<file path="src/rtl/i2cseq_pkg.sv">
package i2cseq_pkg;
  localparam int unsigned BYTE_W = 8;
  localparam int unsigned CODE_W = 4;
  localparam int unsigned RES_W  = 3;

  typedef enum logic [CODE_W-1:0] {
    EV_START     = 4'h1,
    EV_RESTART   = 4'h2,
    EV_WADDR_ACK = 4'h3,
    EV_WADDR_NAK = 4'h4,
    EV_WDATA_ACK = 4'h5,
    EV_WDATA_NAK = 4'h6,
    EV_RADDR_ACK = 4'h8,
    EV_RADDR_NAK = 4'h9,
    EV_RDATA_ACK = 4'hA,
    EV_RDATA_NAK = 4'hB
  } ev_code_e;

  typedef enum logic [RES_W-1:0] {
    RES_OK        = 3'd0,
    RES_WADDR_NAK = 3'd1,
    RES_RADDR_NAK = 3'd2,
    RES_DATA_NAK  = 3'd3,
    RES_INTERNAL  = 3'd4
  } result_e;

  typedef enum logic [2:0] {
    ACT_ADDR,
    ACT_WR_ACK,
    ACT_WR_NAK,
    ACT_RD_ADDR,
    ACT_RD_DATA,
    ACT_WA_NAK,
    ACT_RA_NAK,
    ACT_BAD
  } act_e;
endpackage

</file>
<file path="src/rtl/i2cseq_decode.sv">
module i2cseq_decode
  import i2cseq_pkg::*;
(
  input  logic [CODE_W-1:0] code_i,
  output act_e              act_o
);
  always_comb begin
    case (code_i)
      EV_START, EV_RESTART:         act_o = ACT_ADDR;
      EV_WADDR_ACK, EV_WDATA_ACK:   act_o = ACT_WR_ACK;
      EV_WDATA_NAK:                 act_o = ACT_WR_NAK;
      EV_RADDR_ACK:                 act_o = ACT_RD_ADDR;
      EV_RDATA_ACK, EV_RDATA_NAK:   act_o = ACT_RD_DATA;
      EV_WADDR_NAK:                 act_o = ACT_WA_NAK;
      EV_RADDR_NAK:                 act_o = ACT_RA_NAK;
      default:                      act_o = ACT_BAD;
    endcase
  end
endmodule

</file>
<file path="src/rtl/i2cseq_cursor.sv">
module i2cseq_cursor #(
  parameter int unsigned NTXN_W = 4,
  parameter int unsigned CNT_W  = 8,
  parameter int unsigned ADDR_W = 8
) (
  input  logic              clk_i,
  input  logic              rst_ni,
  input  logic              init_i,
  input  logic [NTXN_W-1:0] num_i,
  input  logic              load_i,
  input  logic [CNT_W-1:0]  len_i,
  input  logic [ADDR_W-1:0] base_i,
  input  logic              step_i,
  input  logic              adv_i,
  output logic [NTXN_W-1:0] idx_o,
  output logic [ADDR_W-1:0] ptr_o,
  output logic [CNT_W-1:0]  rem_o,
  output logic              last_o
);
  logic [NTXN_W-1:0] idx_q, left_q;
  logic [ADDR_W-1:0] ptr_q;
  logic [CNT_W-1:0]  rem_q;

  always_ff @(posedge clk_i or negedge rst_ni) begin
    if (!rst_ni) begin
      idx_q  <= '0;
      left_q <= '0;
    end else if (init_i) begin
      idx_q  <= '0;
      left_q <= num_i;
    end else if (adv_i) begin
      idx_q  <= idx_q + 1'b1;
      left_q <= left_q - 1'b1;
    end
  end

  always_ff @(posedge clk_i or negedge rst_ni) begin
    if (!rst_ni) begin
      ptr_q <= '0;
      rem_q <= '0;
    end else if (load_i) begin
      ptr_q <= base_i;
      rem_q <= len_i;
    end else if (step_i) begin
      ptr_q <= ptr_q + 1'b1;
      rem_q <= rem_q - 1'b1;
    end
  end

  assign idx_o  = idx_q;
  assign ptr_o  = ptr_q;
  assign rem_o  = rem_q;
  assign last_o = (left_q == NTXN_W'(1));

  // byte stepping never runs past the descriptor count
  a_r7_no_underflow: assert property (@(posedge clk_i) disable iff (!rst_ni)
    step_i |-> rem_q != '0);
  // advancing only happens with more than one transfer left
  a_r8_adv_not_last: assert property (@(posedge clk_i) disable iff (!rst_ni)
    adv_i |-> left_q > NTXN_W'(1));
endmodule

</file>
<file path="src/rtl/i2cseq_ctrl.sv">
module i2cseq_ctrl
  import i2cseq_pkg::*;
#(
  parameter int unsigned CNT_W = 8
) (
  input  logic              clk_i,
  input  logic              rst_ni,
  input  logic              start_i,
  input  logic              num_zero_i,
  input  logic              evt_valid_i,
  input  act_e              act_i,
  input  logic [CNT_W-1:0]  rem_i,
  input  logic              last_i,
  input  logic [BYTE_W-1:0] desc_addr_i,
  input  logic [BYTE_W-1:0] buf_rdata_i,
  output logic              init_o,
  output logic              load_o,
  output logic              step_o,
  output logic              adv_o,
  output logic              buf_we_o,
  output logic              busy_o,
  output logic              done_o,
  output logic [RES_W-1:0]  result_o,
  output logic              evt_clr_o,
  output logic              cmd_start_o,
  output logic              cmd_restart_o,
  output logic              cmd_stop_o,
  output logic              tx_load_o,
  output logic [BYTE_W-1:0] tx_byte_o,
  output logic              ack_o
);
  logic busy_q, done_q, clr_q, start_q, restart_q, stop_q, tx_q, ack_q;
  logic [BYTE_W-1:0] byte_q;
  result_e res_q;

  logic busy_d, clr_d, start_d, restart_d, stop_d, tx_d, ack_d;
  logic [BYTE_W-1:0] byte_d;
  result_e res_d, abort_res;
  logic accept, take, finish, end_txn, abort;
  logic rem_zero, rem_one, rem_two;

  assign rem_zero = (rem_i == '0);
  assign rem_one  = (rem_i == CNT_W'(1));
  assign rem_two  = (rem_i == CNT_W'(2));
  assign accept   = start_i & ~busy_q;
  // event flag still high while its clear is being issued
  assign take     = busy_q & evt_valid_i & ~clr_q;

  always_comb begin
    init_o    = 1'b0;
    load_o    = 1'b0;
    step_o    = 1'b0;
    adv_o     = 1'b0;
    buf_we_o  = 1'b0;
    clr_d     = 1'b0;
    start_d   = 1'b0;
    restart_d = 1'b0;
    stop_d    = 1'b0;
    tx_d      = 1'b0;
    byte_d    = byte_q;
    ack_d     = ack_q;
    finish    = 1'b0;
    end_txn   = 1'b0;
    abort     = 1'b0;
    abort_res = RES_INTERNAL;
    res_d     = RES_OK;

    if (accept) begin
      if (num_zero_i) finish = 1'b1;
      else begin
        init_o  = 1'b1;
        start_d = 1'b1;
      end
    end

    if (take) begin
      clr_d = 1'b1;
      case (act_i)
        ACT_ADDR: begin
          load_o = 1'b1;
          tx_d   = 1'b1;
          byte_d = desc_addr_i;
        end
        ACT_WR_ACK: begin
          if (rem_zero) end_txn = 1'b1;
          else begin
            tx_d   = 1'b1;
            byte_d = buf_rdata_i;
            step_o = 1'b1;
          end
        end
        ACT_WR_NAK: begin
          if (rem_zero) end_txn = 1'b1;
          else begin
            abort     = 1'b1;
            abort_res = RES_DATA_NAK;
          end
        end
        ACT_RD_ADDR: begin
          if (rem_zero) end_txn = 1'b1;
          else ack_d = ~rem_one;
        end
        ACT_RD_DATA: begin
          if (rem_zero) abort = 1'b1;
          else begin
            buf_we_o = 1'b1;
            step_o   = 1'b1;
            if (rem_one) end_txn = 1'b1;
            else ack_d = ~rem_two;
          end
        end
        ACT_WA_NAK: begin
          abort     = 1'b1;
          abort_res = RES_WADDR_NAK;
        end
        ACT_RA_NAK: begin
          abort     = 1'b1;
          abort_res = RES_RADDR_NAK;
        end
        default: abort = 1'b1;
      endcase
    end

    if (end_txn) begin
      if (last_i) begin
        stop_d = 1'b1;
        finish = 1'b1;
      end else begin
        restart_d = 1'b1;
        adv_o     = 1'b1;
      end
    end
    if (abort) begin
      stop_d = 1'b1;
      finish = 1'b1;
      res_d  = abort_res;
    end

    if (accept && !num_zero_i) busy_d = 1'b1;
    else if (finish)           busy_d = 1'b0;
    else                       busy_d = busy_q;
  end

  always_ff @(posedge clk_i or negedge rst_ni) begin
    if (!rst_ni) begin
      busy_q    <= 1'b0;
      done_q    <= 1'b0;
      clr_q     <= 1'b0;
      start_q   <= 1'b0;
      restart_q <= 1'b0;
      stop_q    <= 1'b0;
      tx_q      <= 1'b0;
      byte_q    <= '0;
      ack_q     <= 1'b1;
      res_q     <= RES_OK;
    end else begin
      busy_q    <= busy_d;
      done_q    <= finish;
      clr_q     <= clr_d;
      start_q   <= start_d;
      restart_q <= restart_d;
      stop_q    <= stop_d;
      tx_q      <= tx_d;
      byte_q    <= byte_d;
      ack_q     <= ack_d;
      if (finish) res_q <= res_d;
    end
  end

  assign busy_o        = busy_q;
  assign done_o        = done_q;
  assign result_o      = res_q;
  assign evt_clr_o     = clr_q;
  assign cmd_start_o   = start_q;
  assign cmd_restart_o = restart_q;
  assign cmd_stop_o    = stop_q;
  assign tx_load_o     = tx_q;
  assign tx_byte_o     = byte_q;
  assign ack_o         = ack_q;

  a_r2_no_start_when_busy: assert property (@(posedge clk_i) disable iff (!rst_ni)
    busy_o |=> !cmd_start_o);
  a_r10_clr_follows_event: assert property (@(posedge clk_i) disable iff (!rst_ni)
    (busy_o && evt_valid_i && !evt_clr_o) |=> evt_clr_o);
  a_r11_done_single: assert property (@(posedge clk_i) disable iff (!rst_ni)
    done_o |=> !done_o);
  a_r8_stop_ends_list: assert property (@(posedge clk_i) disable iff (!rst_ni)
    cmd_stop_o |-> (done_o && !busy_o));
  a_r8_one_command: assert property (@(posedge clk_i) disable iff (!rst_ni)
    $onehot0({cmd_start_o, cmd_restart_o, cmd_stop_o}));
  a_r11_result_legal: assert property (@(posedge clk_i) disable iff (!rst_ni)
    done_o |-> result_o <= 3'd4);
  a_r1_idle_quiet: assert property (@(posedge clk_i) disable iff (!rst_ni)
    !busy_o |-> (!tx_load_o && !cmd_restart_o && !buf_we_o));
endmodule

</file>
<file path="src/rtl/i2c_txn_seq.sv">
module i2c_txn_seq
  import i2cseq_pkg::*;
#(
  parameter int unsigned NTXN_W = 4,
  parameter int unsigned CNT_W  = 8,
  parameter int unsigned ADDR_W = 8
) (
  input  logic              clk_i,
  input  logic              rst_ni,
  input  logic              start_i,
  input  logic [NTXN_W-1:0] num_txn_i,
  output logic              busy_o,
  output logic              done_o,
  output logic [2:0]        result_o,
  output logic [NTXN_W-1:0] desc_idx_o,
  input  logic [7:0]        desc_addr_i,
  input  logic [CNT_W-1:0]  desc_len_i,
  input  logic [ADDR_W-1:0] desc_base_i,
  output logic [ADDR_W-1:0] buf_addr_o,
  input  logic [7:0]        buf_rdata_i,
  output logic              buf_we_o,
  output logic [7:0]        buf_wdata_o,
  input  logic              evt_valid_i,
  input  logic [3:0]        evt_code_i,
  input  logic [7:0]        evt_rdata_i,
  output logic              evt_clr_o,
  output logic              cmd_start_o,
  output logic              cmd_restart_o,
  output logic              cmd_stop_o,
  output logic              tx_load_o,
  output logic [7:0]        tx_byte_o,
  output logic              ack_o
);
  act_e             act;
  logic             init, load, step, adv, last;
  logic [CNT_W-1:0] rem;

  i2cseq_decode u_decode (
    .code_i (evt_code_i),
    .act_o  (act)
  );

  i2cseq_cursor #(
    .NTXN_W (NTXN_W),
    .CNT_W  (CNT_W),
    .ADDR_W (ADDR_W)
  ) u_cursor (
    .clk_i  (clk_i),
    .rst_ni (rst_ni),
    .init_i (init),
    .num_i  (num_txn_i),
    .load_i (load),
    .len_i  (desc_len_i),
    .base_i (desc_base_i),
    .step_i (step),
    .adv_i  (adv),
    .idx_o  (desc_idx_o),
    .ptr_o  (buf_addr_o),
    .rem_o  (rem),
    .last_o (last)
  );

  i2cseq_ctrl #(
    .CNT_W (CNT_W)
  ) u_ctrl (
    .clk_i         (clk_i),
    .rst_ni        (rst_ni),
    .start_i       (start_i),
    .num_zero_i    (num_txn_i == '0),
    .evt_valid_i   (evt_valid_i),
    .act_i         (act),
    .rem_i         (rem),
    .last_i        (last),
    .desc_addr_i   (desc_addr_i),
    .buf_rdata_i   (buf_rdata_i),
    .init_o        (init),
    .load_o        (load),
    .step_o        (step),
    .adv_o         (adv),
    .buf_we_o      (buf_we_o),
    .busy_o        (busy_o),
    .done_o        (done_o),
    .result_o      (result_o),
    .evt_clr_o     (evt_clr_o),
    .cmd_start_o   (cmd_start_o),
    .cmd_restart_o (cmd_restart_o),
    .cmd_stop_o    (cmd_stop_o),
    .tx_load_o     (tx_load_o),
    .tx_byte_o     (tx_byte_o),
    .ack_o         (ack_o)
  );

  assign buf_wdata_o = evt_rdata_i;
endmodule

</file>
<file path="config.mk">
export PLATFORM = sky130hd
export DESIGN_NAME = i2c_txn_seq
export DESIGN_NICKNAME = d
export VERILOG_FILES = /design/src/rtl/i2cseq_pkg.sv /design/src/rtl/i2cseq_decode.sv /design/src/rtl/i2cseq_cursor.sv /design/src/rtl/i2cseq_ctrl.sv /design/src/rtl/i2c_txn_seq.sv
export SDC_FILE = /design/constraint.sdc
export NUM_CORES = 1
export LEC_CHECK = 0
export BUFFER_PORTS_ARGS = -buffer_cell sky130_fd_sc_hd__buf_2
export CORE_MARGIN = 2
export CORE_UTILIZATION = 55
export CTS_CLUSTER_SIZE = 30
export DETAILED_ROUTE_END_ITERATION = 8
export GPL_TIMING_DRIVEN = 0
export PLACE_DENSITY = 0.85
export RECOVER_POWER = 50
export SYNTH_ARGS = -nofsm -noshare
export SYNTH_HDL_FRONTEND = slang
export SYNTH_SLANG_ARGS = --single-unit
</file>
<file path="constraint.sdc">
create_clock -name clk_i -period 6 [get_ports clk_i]
set_input_delay 0.3 -clock clk_i [delete_from_list [all_inputs] [get_ports clk_i]]
set_output_delay 0.3 -clock clk_i [all_outputs]
set_load 0.01 [all_outputs]
</file>
==> impl_metrics.py, run 1 <==
metrics = {
    "outcome": {
        "outcome": "complete, but fails checks",
        "violations": "capacitance limit, slew limit",
    },
    "timing": {
        "slew_violations": 44,
        "fin_ws_ps": 3620,
        "max_slew_margin_pct": -51.0,
        "finalSetupViolCount": 0,
        "hold_viol_final": 0,
        "tightestPinTransition_ps": 2260,
        "fin_skew_ps": 4.93,
        "tns_ps": 0,
        "finalCritPeriodShare_pct": 39.7,
        "fmax_mhz": 419,
        "min_period_ps": 2380,
        "whs_ps": 215,
        "rsz0062_at_grt": "no",
    },
    "layout": {
        "fin_nets": 452,
        "stdcell_area_um2": 3310,
        "layout_common_cells": "65 x buf_2, 42 x dfrtp_1, 33 x a21oi_1",
        "layout_commonest_cell": "buf_2",
        "area_delta_synth_final_pct": 19.7,
        "drive_gt1_share_pct": 28.8,
        "num_antenna_cells": 0,
    },
    "clocking": {
        "ctsResizeCount": 0,
        "clock_sinks": 43,
        "clk_pin_slew_ps": 90,
        "cts_htree_levels": 2,
        "cts_buffer_depth": 2,
        "cts_tree": "yes",
        "numCtsBuffers": 5,
        "cts-root-buf": "clkbuf_8",
        "holdBufCountCts": 0,
        "post_cts_buffers": 0,
        "clk_latency_ps": 300,
    },
    "critical_path": {
        "cp_max_fo": 10,
        "startpoint_type": "input pin",
        "cp_common_cell": "buf_6",
        "crit_slowest_cell": "a311oi_4",
        "cpPeakStageDelay_ps": 600,
        "crit_type": "in -> reg",
        "cp.arrival_ps": 2570,
        "cp.required_ps": 6190,
        "ff2ff_path_depth": 8,
        "crit_path_end_kind": "register",
        "path_cells": "buf_2 > buf_6 > inv_1 > ha_1 > or3_4 > a21oi_4 > nor2_4 > a311oi_4 > buf_6 > a21oi_1",
    },
    "global_routing": {
        "grtUsageTotal_pct": 23.4,
        "grt_pass1_vias": 2305,
        "globalRouteMet1Util_pct": 31.1,
        "grt_pass1_wl_um": 10200,
        "busiest_layer": "met2",
        "grt_overflow": 0,
        "antenna_found_initial": 0,
        "grt_max_degree": 44,
        "met2_usage_pct": 38.2,
        "gr-usage-met3_pct": 5.35,
    },
    "logic_synthesis": {
        "syn_area_per_cell_um2": 9.15,
        "synth_async_sr_flop_share_pct": 100,
        "syn_inst": 302,
        "synth_nets": 363,
        "synthFlopType": "dfrtp_1",
        "syn_area_um2": 2760,
        "synthTopCellsByArea": "dfrtp_1 38%, a21oi_1 6.0%, ha_1 4.1%",
        "yosys.area.top_type": "dfrtp_1",
        "ys_seq_area_share_pct": 39.0,
        "yosysWarnings": 0,
        "ys_seq_elements": 43,
        "synth_cell_types": 59,
        "synth.top_cell.area_share_pct": 38.0,
        "synth-edff-count": 0,
    },
    "die": {
        "core_area_um2": 4790,
        "dieArea_um2": 5610,
        "fp.dieH_um": 74.9,
        "io_pins": 92,
        "rows": 25,
        "start_util_pct": 57.8,
        "fp.dieW_um": 74.9,
    },
    "pwr": {
        "peakVddDrop_mv": 0.285,
        "power.density_nw_per_um2": 359,
        "p_total_w": 0.00119,
        "p_leak_nw": 1.57,
    },
    "drt": {
        "vias": 2537,
        "wl_per_cell_um": 13.9,
        "drtPass1Iterations": 4,
        "drt_iter0_markers": 108,
        "post-route-drc-count": 0,
        "viasPerCell": 5.53,
        "ant_nets": 0,
        "wl_um": 6400,
    },
    "worst_hold_path": {
        "hold_path.class": "in -> reg",
        "min_path_cells": 3,
    },
    "placed_design": {
        "place_ws_ps": 3330,
        "placed_area_um2": 3260,
        "gp_congestion": 0.867,
        "dp_hpwl_um": 4670,
        "portBuffers": 82,
    },
    "job": {
        "cap_viol_max_count": 1,
    },
}
==> critical path, delay by kind of cell <==
kind | cells | cell delay [ps]
AND/OR/NAND/NOR | 2 | 530
buffers and inverters | 4 | 530
AO/OA/AOI/OAI | 3 | 860
adder cells (fa/ha/maj) | 1 | 350
==> stage by stage <==
step,util (%),std cells
floorplan,-,302
global placement,68.1,451
detailed placement,68.1,451
CTS,69.9,459
global route,69.2,459
finish,69.2,459
==> layer usage <==
layer	up-vias	part of all wire [%]
li1	1250	-
met1	1164	44
met2	116	47
met3	7	7.2
met4	0	0.98
met5	-	0
==> worst paths after layout <==
| path | slack, ps | to | startpoint |
|---|---|---|---|
| min in group asynchronous | 660 | u_cursor.ptr_o[5] | rst_ni |
| setup / recovery | 3620 | u_cursor.ptr_o[6] | evt_code_i[1] |
| hold / removal | 210 | u_cursor.left_q[3] | num_txn_i[3] |
| hold reg to reg | 490 | u_ctrl.ack_o | u_ctrl.ack_o |
| max in group asynchronous | 4050 | u_ctrl.cmd_start_o | rst_ni |
| setup reg to reg | 3700 | u_ctrl.result_o[0] | u_cursor.rem_o[1] |
==> flip-flops by register name (all words and copies together), names as in the netlist <==
| name | count |
|---|---|
| u_cursor.idx_o | 4 |
| u_ctrl.cmd_start_o | 1 |
| u_ctrl.evt_clr_o | 1 |
| u_ctrl.done_o | 1 |
| u_cursor.ptr_o | 8 |
| u_ctrl.cmd_restart_o | 1 |
| u_ctrl.busy_o | 1 |
| u_cursor.rem_o | 8 |
| u_ctrl.tx_byte_o | 8 |
| u_ctrl.tx_load_o | 1 |
| u_ctrl.cmd_stop_o | 1 |
| u_ctrl.ack_o | 1 |
| u_cursor.left_q | 4 |
| u_ctrl.result_o | 3 |
==> report_power, final <==
group          internal, W  total [W]  leakage, nW  switching [W]
registers         0.000404   0.000506        0.533       0.000102
logic             0.000209   0.000494        0.999       0.000285
clock network    0.0000810   0.000187       0.0402       0.000106
total             0.000694    0.00119         1.57       0.000494
==> kinds of logic after synthesis <==
logic type | share of synthesized area [%]
mux | 3.98
fa+ha+maj | 4.07
flops | 39.0
buf+inv | 7.20
xor+xnor | 1.58
compound gates | 22.2
simple gates | 22.0
==> cells in the mapped netlist, types with 3 or more instances <==
master / number
dfrtp_1: 42
a21oi_1: 33
nor2_1: 28
nand2_1: 27
o21ai_0: 16
nand3_1: 12
inv_1: 11
mux2i_1: 11
buf_4: 10
ha_1: 9
nor3_1: 9
o21ai_1: 7
buf_6: 5
a21oi_2: 4
and3_1: 4
nand2b_1: 4
o22ai_1: 4
a31oi_1: 3
a32o_1: 3
and2b_2: 3
buf_2: 3
clkbuf_1: 3
nor2b_1: 3
nor4b_1: 3
xor2_1: 3
==> area by class of cell <==
class                   count  area [um2]
clock buffers               5        68.8
fillers                   410        1480
well taps                  67        83.8
clock inverters             3        20.0
repair buffers             82         385
plain buffers              21         158
flip-flops and latches     43        1080
inverters                  11        41.3
multi-input cells         227        1480
(Power assumes the default switching activity.)
==> run 2: changes to the inputs <==
--- a/config.mk
+++ b/config.mk
@@ -7,11 +7,11 @@
 export LEC_CHECK = 0
 export BUFFER_PORTS_ARGS = -buffer_cell sky130_fd_sc_hd__buf_2
 export CORE_MARGIN = 2
-export CORE_UTILIZATION = 55
+export CORE_UTILIZATION = 51
 export CTS_CLUSTER_SIZE = 30
 export DETAILED_ROUTE_END_ITERATION = 8
 export GPL_TIMING_DRIVEN = 0
-export PLACE_DENSITY = 0.85
+export PLACE_DENSITY = 0.8
 export RECOVER_POWER = 50
 export SYNTH_ARGS = -nofsm -noshare
 export SYNTH_HDL_FRONTEND = slang
==> constraint.sdc (replaced) <==
create_clock -name clk_i -period 2.2 [get_ports clk_i]
set_input_delay 0.11 -clock clk_i [delete_from_list [all_inputs] [get_ports clk_i]]
set_output_delay 0.11 -clock clk_i [all_outputs]
set_load 0.01 [all_outputs]
==> run 2 against run 1 <==
  * The run now ends clean
  * Routed wire length is 8.0% higher
  * Sequential share of layout area is 1.2 points lower
  * Critical path depth decreased by 4
  * Sequential power increased to 2.8 times the previous value
  * Non-clock buffer count rose by 10
  * Combinational power rose to 2.8 times the previous value
  * Power increased to 2.9 times the previous value
  * Count of clock-buffer cells in the layout rose by 1
  * Worst setup slack worse by 3500 ps
  * Via count is 4.9% higher
  * Critical path type is now reg -> reg
  * Highest routed layer unchanged
==> impl_metrics.py, run 2 (synthesis results as in run 1) <==
metrics = {
    "die": {
        "rows": 26,
        "dieArea_um2": 6020,
        "fp.dieH_um": 77.6,
        "core_area_um2": 5170,
        "io_pins": 92,
        "start_util_pct": 53.4,
        "fp.dieW_um": 77.6,
    },
    "layout": {
        "final_cells": 472,
        "final_util_pct": 66.7,
        "drive_gt1_share_pct": 28.1,
        "area_delta_synth_final_pct": 24.8,
        "fin_nets": 462,
        "num_antenna_cells": 0,
        "layout_common_cells": "45 x buf_2, 41 x clkbuf_1, 40 x dfrtp_1",
        "multiInputGateArea_um2": 1510,
        "layout_commonest_cell": "buf_2",
        "fill_cells": 446,
        "regArea_um2": 1080,
        "stdcell_area_um2": 3450,
    },
    "timing": {
        "finalCritPeriodShare_pct": 96.2,
        "fin_skew_ps": 7.83,
        "finalSetupViolCount": 0,
        "tns_ps": 0,
        "min_period_ps": 2120,
        "max_slew_margin_pct": 28.4,
        "slew_violations": 0,
        "hold_viol_final": 0,
        "fmax_mhz": 472,
        "tightestPinTransition_ps": 1070,
    },
    "critical_path": {
        "cp.arrival_ps": 2300,
        "path_cells": "nor4_4 > and3_2 > o21ai_1 > a21oi_2 > a21oi_2 > a32o_1",
        "worstReg2RegStart": "u_cursor.rem_o[2]",
        "path_buf_inv": 0,
        "cpPeakStageDelay_ps": 470,
        "cp_common_cell": "a21oi_2",
        "cp.required_ps": 2390,
        "crit_slowest_cell": "nor4_4",
        "cp_max_fo": 8,
        "regToRegEndpoint": "u_ctrl.result_o[1]",
        "r2r_setup_slack_ps": 80,
        "critPathTopFamily": "simple AND/OR/NAND/NOR gates",
        "ff2ff_path_depth": 6,
        "startpoint_type": "register",
        "crit_path_end_kind": "register",
        "crit_type": "reg -> reg",
    },
    "clocking": {
        "clock_sinks": 43,
        "cts_buffer_depth": 2,
        "numCtsBuffers": 5,
        "cts_htree_levels": 2,
        "cts_tree": "yes",
        "clk_latency_ps": 300,
        "clk_pin_slew_ps": 80,
        "cts-root-buf": "clkbuf_8",
    },
    "pwr": {
        "switching_share_pct": 40.1,
        "p_total_w": 0.00343,
        "pwr-share-comb_pct": 40.4,
        "peakVddDrop_mv": 0.598,
        "power.density_nw_per_um2": 994,
        "p_leak_nw": 1.60,
        "pwr-share-clk_pct": 18.8,
        "intPower_w": 0.00205,
        "pwr-share-seq_pct": 40.8,
        "p_sw_w": 0.00137,
    },
    "drt": {
        "viasPerCell": 5.64,
        "post-route-drc-count": 0,
        "drtPass1Iterations": 5,
        "wl_um": 6910,
        "wl_per_cell_um": 14.6,
        "drt_iter0_markers": 193,
        "ant_nets": 0,
        "vias": 2661,
    },
    "job": {
        "cap_viol_max_count": 0,
    },
    "outcome": {
        "outcome": "completed",
    },
    "global_routing": {
        "grt_pass1_vias": 2502,
        "grt_overflow": 0,
        "grt_pass1_wl_um": 11100,
        "antenna_found_initial": 0,
        "grtUsageTotal_pct": 22.7,
        "grt_max_degree": 44,
    },
    "placed_design": {
        "portBuffers": 82,
        "dp_hpwl_um": 4830,
        "gp_congestion": 0.880,
        "placed_area_um2": 3260,
        "dp_cells": 454,
    },
    "worst_hold_path": {
        "worstHoldStart": "num_txn_i[3]",
        "hold_path.class": "in -> reg",
        "hold_end": "u_cursor.left_q[3]",
        "min_path_cells": 3,
    },
}
## run 2: changes by cell type in the layout (fill, tap and decap cells not counted), sizes merged
cell,delta
clkinvlp,-2
bufinv,+1
buf,-11
dlygate4sd3,+1
clkbuf,+21
## run 2: metrics by stage
stage	setup slack, ps	hold slack (ps)
after global placement	-278	311
after CTS	2.98	37.4
final	82.7	43.8
after global routing	-13.3	55.0
after floorplan	127	-186
after detailed placement	-302	316
## run 2: worst max path at each step
stage	start	cells after the start	endpoint
6_report	u_cursor.rem_o[2]	6	u_ctrl.result_o[1]
5_1_grt	u_cursor.rem_o[4]	7	u_cursor.left_q[0]
4_1_cts	evt_code_i[1]	9	u_cursor.ptr_o[1]
3_5_place_dp	evt_code_i[1]	9	u_cursor.ptr_o[1]
3_3_place_gp	evt_code_i[1]	9	u_cursor.ptr_o[1]
2_1_floorplan	evt_code_i[1]	10	u_cursor.ptr_o[0]
## run 2: power groups by stage
stage               logic, W  registers, W  clock network [W]
global route         0.00154       0.00144           0.000686
global placement     0.00133       0.00139                  0
CTS                  0.00140       0.00138           0.000652
finish               0.00139       0.00140           0.000644
floorplan           0.000844       0.00145                  0
detailed placement   0.00139       0.00139                  0
## run 2: cell type report
class                   instances  share of cell area, %
flip-flops and latches         43                   31.3
multi-input cells             227                   43.8
plain buffers                  21                   4.68
well taps                      70                   2.54
clock inverters                 2                   1.02
clock buffers                   6                   2.39
repair buffers                 92                   13.1
inverters                      11                   1.20
## run 2: what timing repair did
item	4_1_cts	5_1_grt
pin swaps	0	5
endpoints found under the hold margin	31	0
endpoints found under the setup margin	7	22
hold buffers	1	0
gates resized for setup	1	11
buffers inserted	0	9
## run 2: metal layers
metal / part of all wire (%) / up-vias / global-route usage, %
met2: 48 / 127 / 36.8
met4: 1.5 / 0 / 8.04
met5: 0 / - / 0
met3: 6.8 / 9 / 3.72
li1: - / 1270 / -
met1: 44 / 1255 / 30.6
## run 2: tightest hold or removal path, delay by kind of cell
kind	cells	cell delay, ps
compound gates	1	60
buf+inv	1	90
simple gates	1	50
==> run 3: changes to the inputs <==
--- a/config.mk
+++ b/config.mk
@@ -13,6 +13,7 @@
 export GPL_TIMING_DRIVEN = 0
 export PLACE_DENSITY = 0.8
 export RECOVER_POWER = 50
+export SETUP_SLACK_MARGIN = 0.2
 export SYNTH_ARGS = -nofsm -noshare
 export SYNTH_HDL_FRONTEND = slang
 export SYNTH_SLANG_ARGS = --single-unit
==> run 3 against run 2 <==
  * The run now ends with hold timing left
  * Global-route usage down 0.089 points
  * Sequential share of layout area down 0.60 points
  * Highest routed layer unchanged
  * Clock skew down 3.8 ps
  * Critical path type unchanged
  * Via count down 1.2%
  * Non-clock buffer count up 3
  * Cell area up 1.9%
  * Core utilization up 1.2 points
==> impl_metrics.py, run 3 (synthesis results as in run 1) <==
metrics = {
    "pwr": {
        "p_leak_nw": 1.66,
        "power.density_nw_per_um2": 968,
        "peakVddDrop_mv": 0.633,
    },
    "global_routing": {
        "grt_pass1_vias": 2478,
        "grt_pass1_wl_um": 11100,
        "grt_max_degree": 44,
        "antenna_found_initial": 0,
        "grtUsageTotal_pct": 22.6,
        "grt_overflow": 0,
    },
    "clocking": {
        "clk_latency_ps": 290,
        "numCtsBuffers": 5,
        "cts-root-buf": "clkbuf_8",
        "cts_htree_levels": 2,
        "cts_buffer_depth": 2,
        "clock_sinks": 43,
        "cts_tree": "yes",
        "holdBufCountCts": 0,
        "clk_pin_slew_ps": 80,
    },
    "placed_design": {
        "gp_congestion": 0.881,
        "placed_area_um2": 3270,
        "portBuffers": 82,
        "dp_hpwl_um": 4750,
    },
    "layout": {
        "layout_commonest_cell": "buf_2",
        "fin_nets": 465,
        "num_antenna_cells": 0,
        "stdcell_area_um2": 3510,
        "area_delta_synth_final_pct": 27.1,
        "layout_common_cells": "64 x buf_2, 41 x dfrtp_1, 32 x a21oi_1",
        "drive_gt1_share_pct": 35.6,
    },
    "timing": {
        "max_slew_margin_pct": 37.7,
        "finalSetupViolCount": 0,
        "finalCritPeriodShare_pct": 90.0,
        "tns_ps": 0,
        "whs_ps": -47.2,
        "slew_violations": 0,
        "hold_viol_final": 42,
        "min_period_ps": 1980,
        "rsz0062_at_grt": "yes",
        "fmax_mhz": 505,
        "fin_skew_ps": 4.03,
        "tightestPinTransition_ps": 934,
    },
    "outcome": {
        "violations": "hold timing",
        "outcome": "complete, but fails checks",
    },
    "die": {
        "start_util_pct": 53.4,
        "fp.dieH_um": 77.6,
        "rows": 26,
        "core_area_um2": 5170,
        "io_pins": 92,
        "dieArea_um2": 6020,
        "fp.dieW_um": 77.6,
    },
    "drt": {
        "vias": 2629,
        "drtPass1Iterations": 4,
        "drt_iter0_markers": 134,
        "viasPerCell": 5.55,
        "post-route-drc-count": 0,
        "wl_um": 6700,
        "ant_nets": 0,
        "wl_per_cell_um": 14.1,
    },
    "critical_path": {
        "cp_common_cell": "buf_4",
        "crit_path_end_kind": "register",
        "regToRegEndpoint": "u_cursor.left_q[0]",
        "ff2ff_path_depth": 8,
        "worstReg2RegStart": "u_cursor.rem_o[4]",
        "cp.required_ps": 2360,
        "path_cells": "nor4_4 > buf_4 > nand4_1 > o32ai_4 > and2_0 > buf_4 > xnor2_2 > o21ai_1",
        "crit_slowest_cell": "dfrtp_1",
        "crit_type": "reg -> reg",
        "startpoint_type": "register",
        "r2r_setup_slack_ps": 220,
        "cp.arrival_ps": 2150,
        "cpPeakStageDelay_ps": 430,
        "cp_max_fo": 4,
    },
    "job": {
        "cap_viol_max_count": 0,
    },
    "worst_hold_path": {
        "hold_path.class": "in -> async",
    },
}
run 3: changes by cell type in the layout (fill, tap and decap cells not counted), sizes merged:
cell / before / now
clkbuf: 49 / 28
dlygate4sd3: 1 / 0
buf: 69 / 94
inv: 11 / 10
clkinvlp: 0 / 1
bufinv: 1 / 0
run 3: worst max path at each step:
stage	startpoint	endpoint	slack [ps]	depth (start not counted)
CTS	evt_code_i[1]	u_cursor.ptr_o[0]	210	11
finish	u_cursor.rem_o[4]	u_cursor.left_q[0]	220	8
detailed placement	evt_code_i[1]	u_cursor.ptr_o[0]	-190	9
global placement	evt_code_i[1]	u_cursor.ptr_o[1]	-190	10
global route	u_cursor.rem_o[0]	u_cursor.left_q[0]	90	9
floorplan	evt_code_i[1]	u_cursor.ptr_o[1]	210	9
run 3: critical path: cells and delay by family (launching register included):
family	cells	cell delay [ps]
xor gates and xnor gates	1	110
DFF	1	430
and+or+nand+nor	3	700
AOI/OAI and AO/OA	2	270
buffers and inverters	2	340
run 3: repair_timing:
action / CTS / global route
buffers inserted: 7 / 6
pin swaps: 4 / 10
endpoints found under the setup margin: 39 / 28
gates resized for setup: 7 / 19
run 3: metrics by stage:
step,util [%],setup slack [ps],std cells,power [W]
finish,67.9,219,474,0.00340
floorplan,-,213,302,0.00230
detailed placement,63.3,-192,454,0.00277
global route,67.9,87.0,474,0.00366
CTS,66.6,210,468,0.00333
global placement,63.3,-189,454,0.00272
run 3: where the power goes:
group          internal, W  switching [W]  total, W
Clock             0.000246       0.000259  0.000505
Combinational     0.000675       0.000817   0.00149
Sequential         0.00111       0.000296   0.00140
Total              0.00203        0.00137   0.00340
run 3: layout make-up:
| class | instances | area [um2] |
|---|---|---|
| repair buffers | 95 | 499 |
| flip-flops and latches | 43 | 1080 |
| inverters | 11 | 45.0 |
| multi-input cells | 227 | 1550 |
| plain buffers | 21 | 165 |
| clock inverters | 1 | 5.00 |
| well taps | 70 | 87.6 |
| clock buffers | 6 | 82.6 |
| fillers | 453 | 1660 |
run 3: per-layer routing:
layer / up-vias / global-route usage [%] / share of wire, %
li1: 1275 / - / -
met1: 1250 / 31.2 / 45
met2: 98 / 36.6 / 48
met3: 6 / 3.02 / 5.9
met4: 0 / 7.68 / 1.2
met5: - / 0 / 0
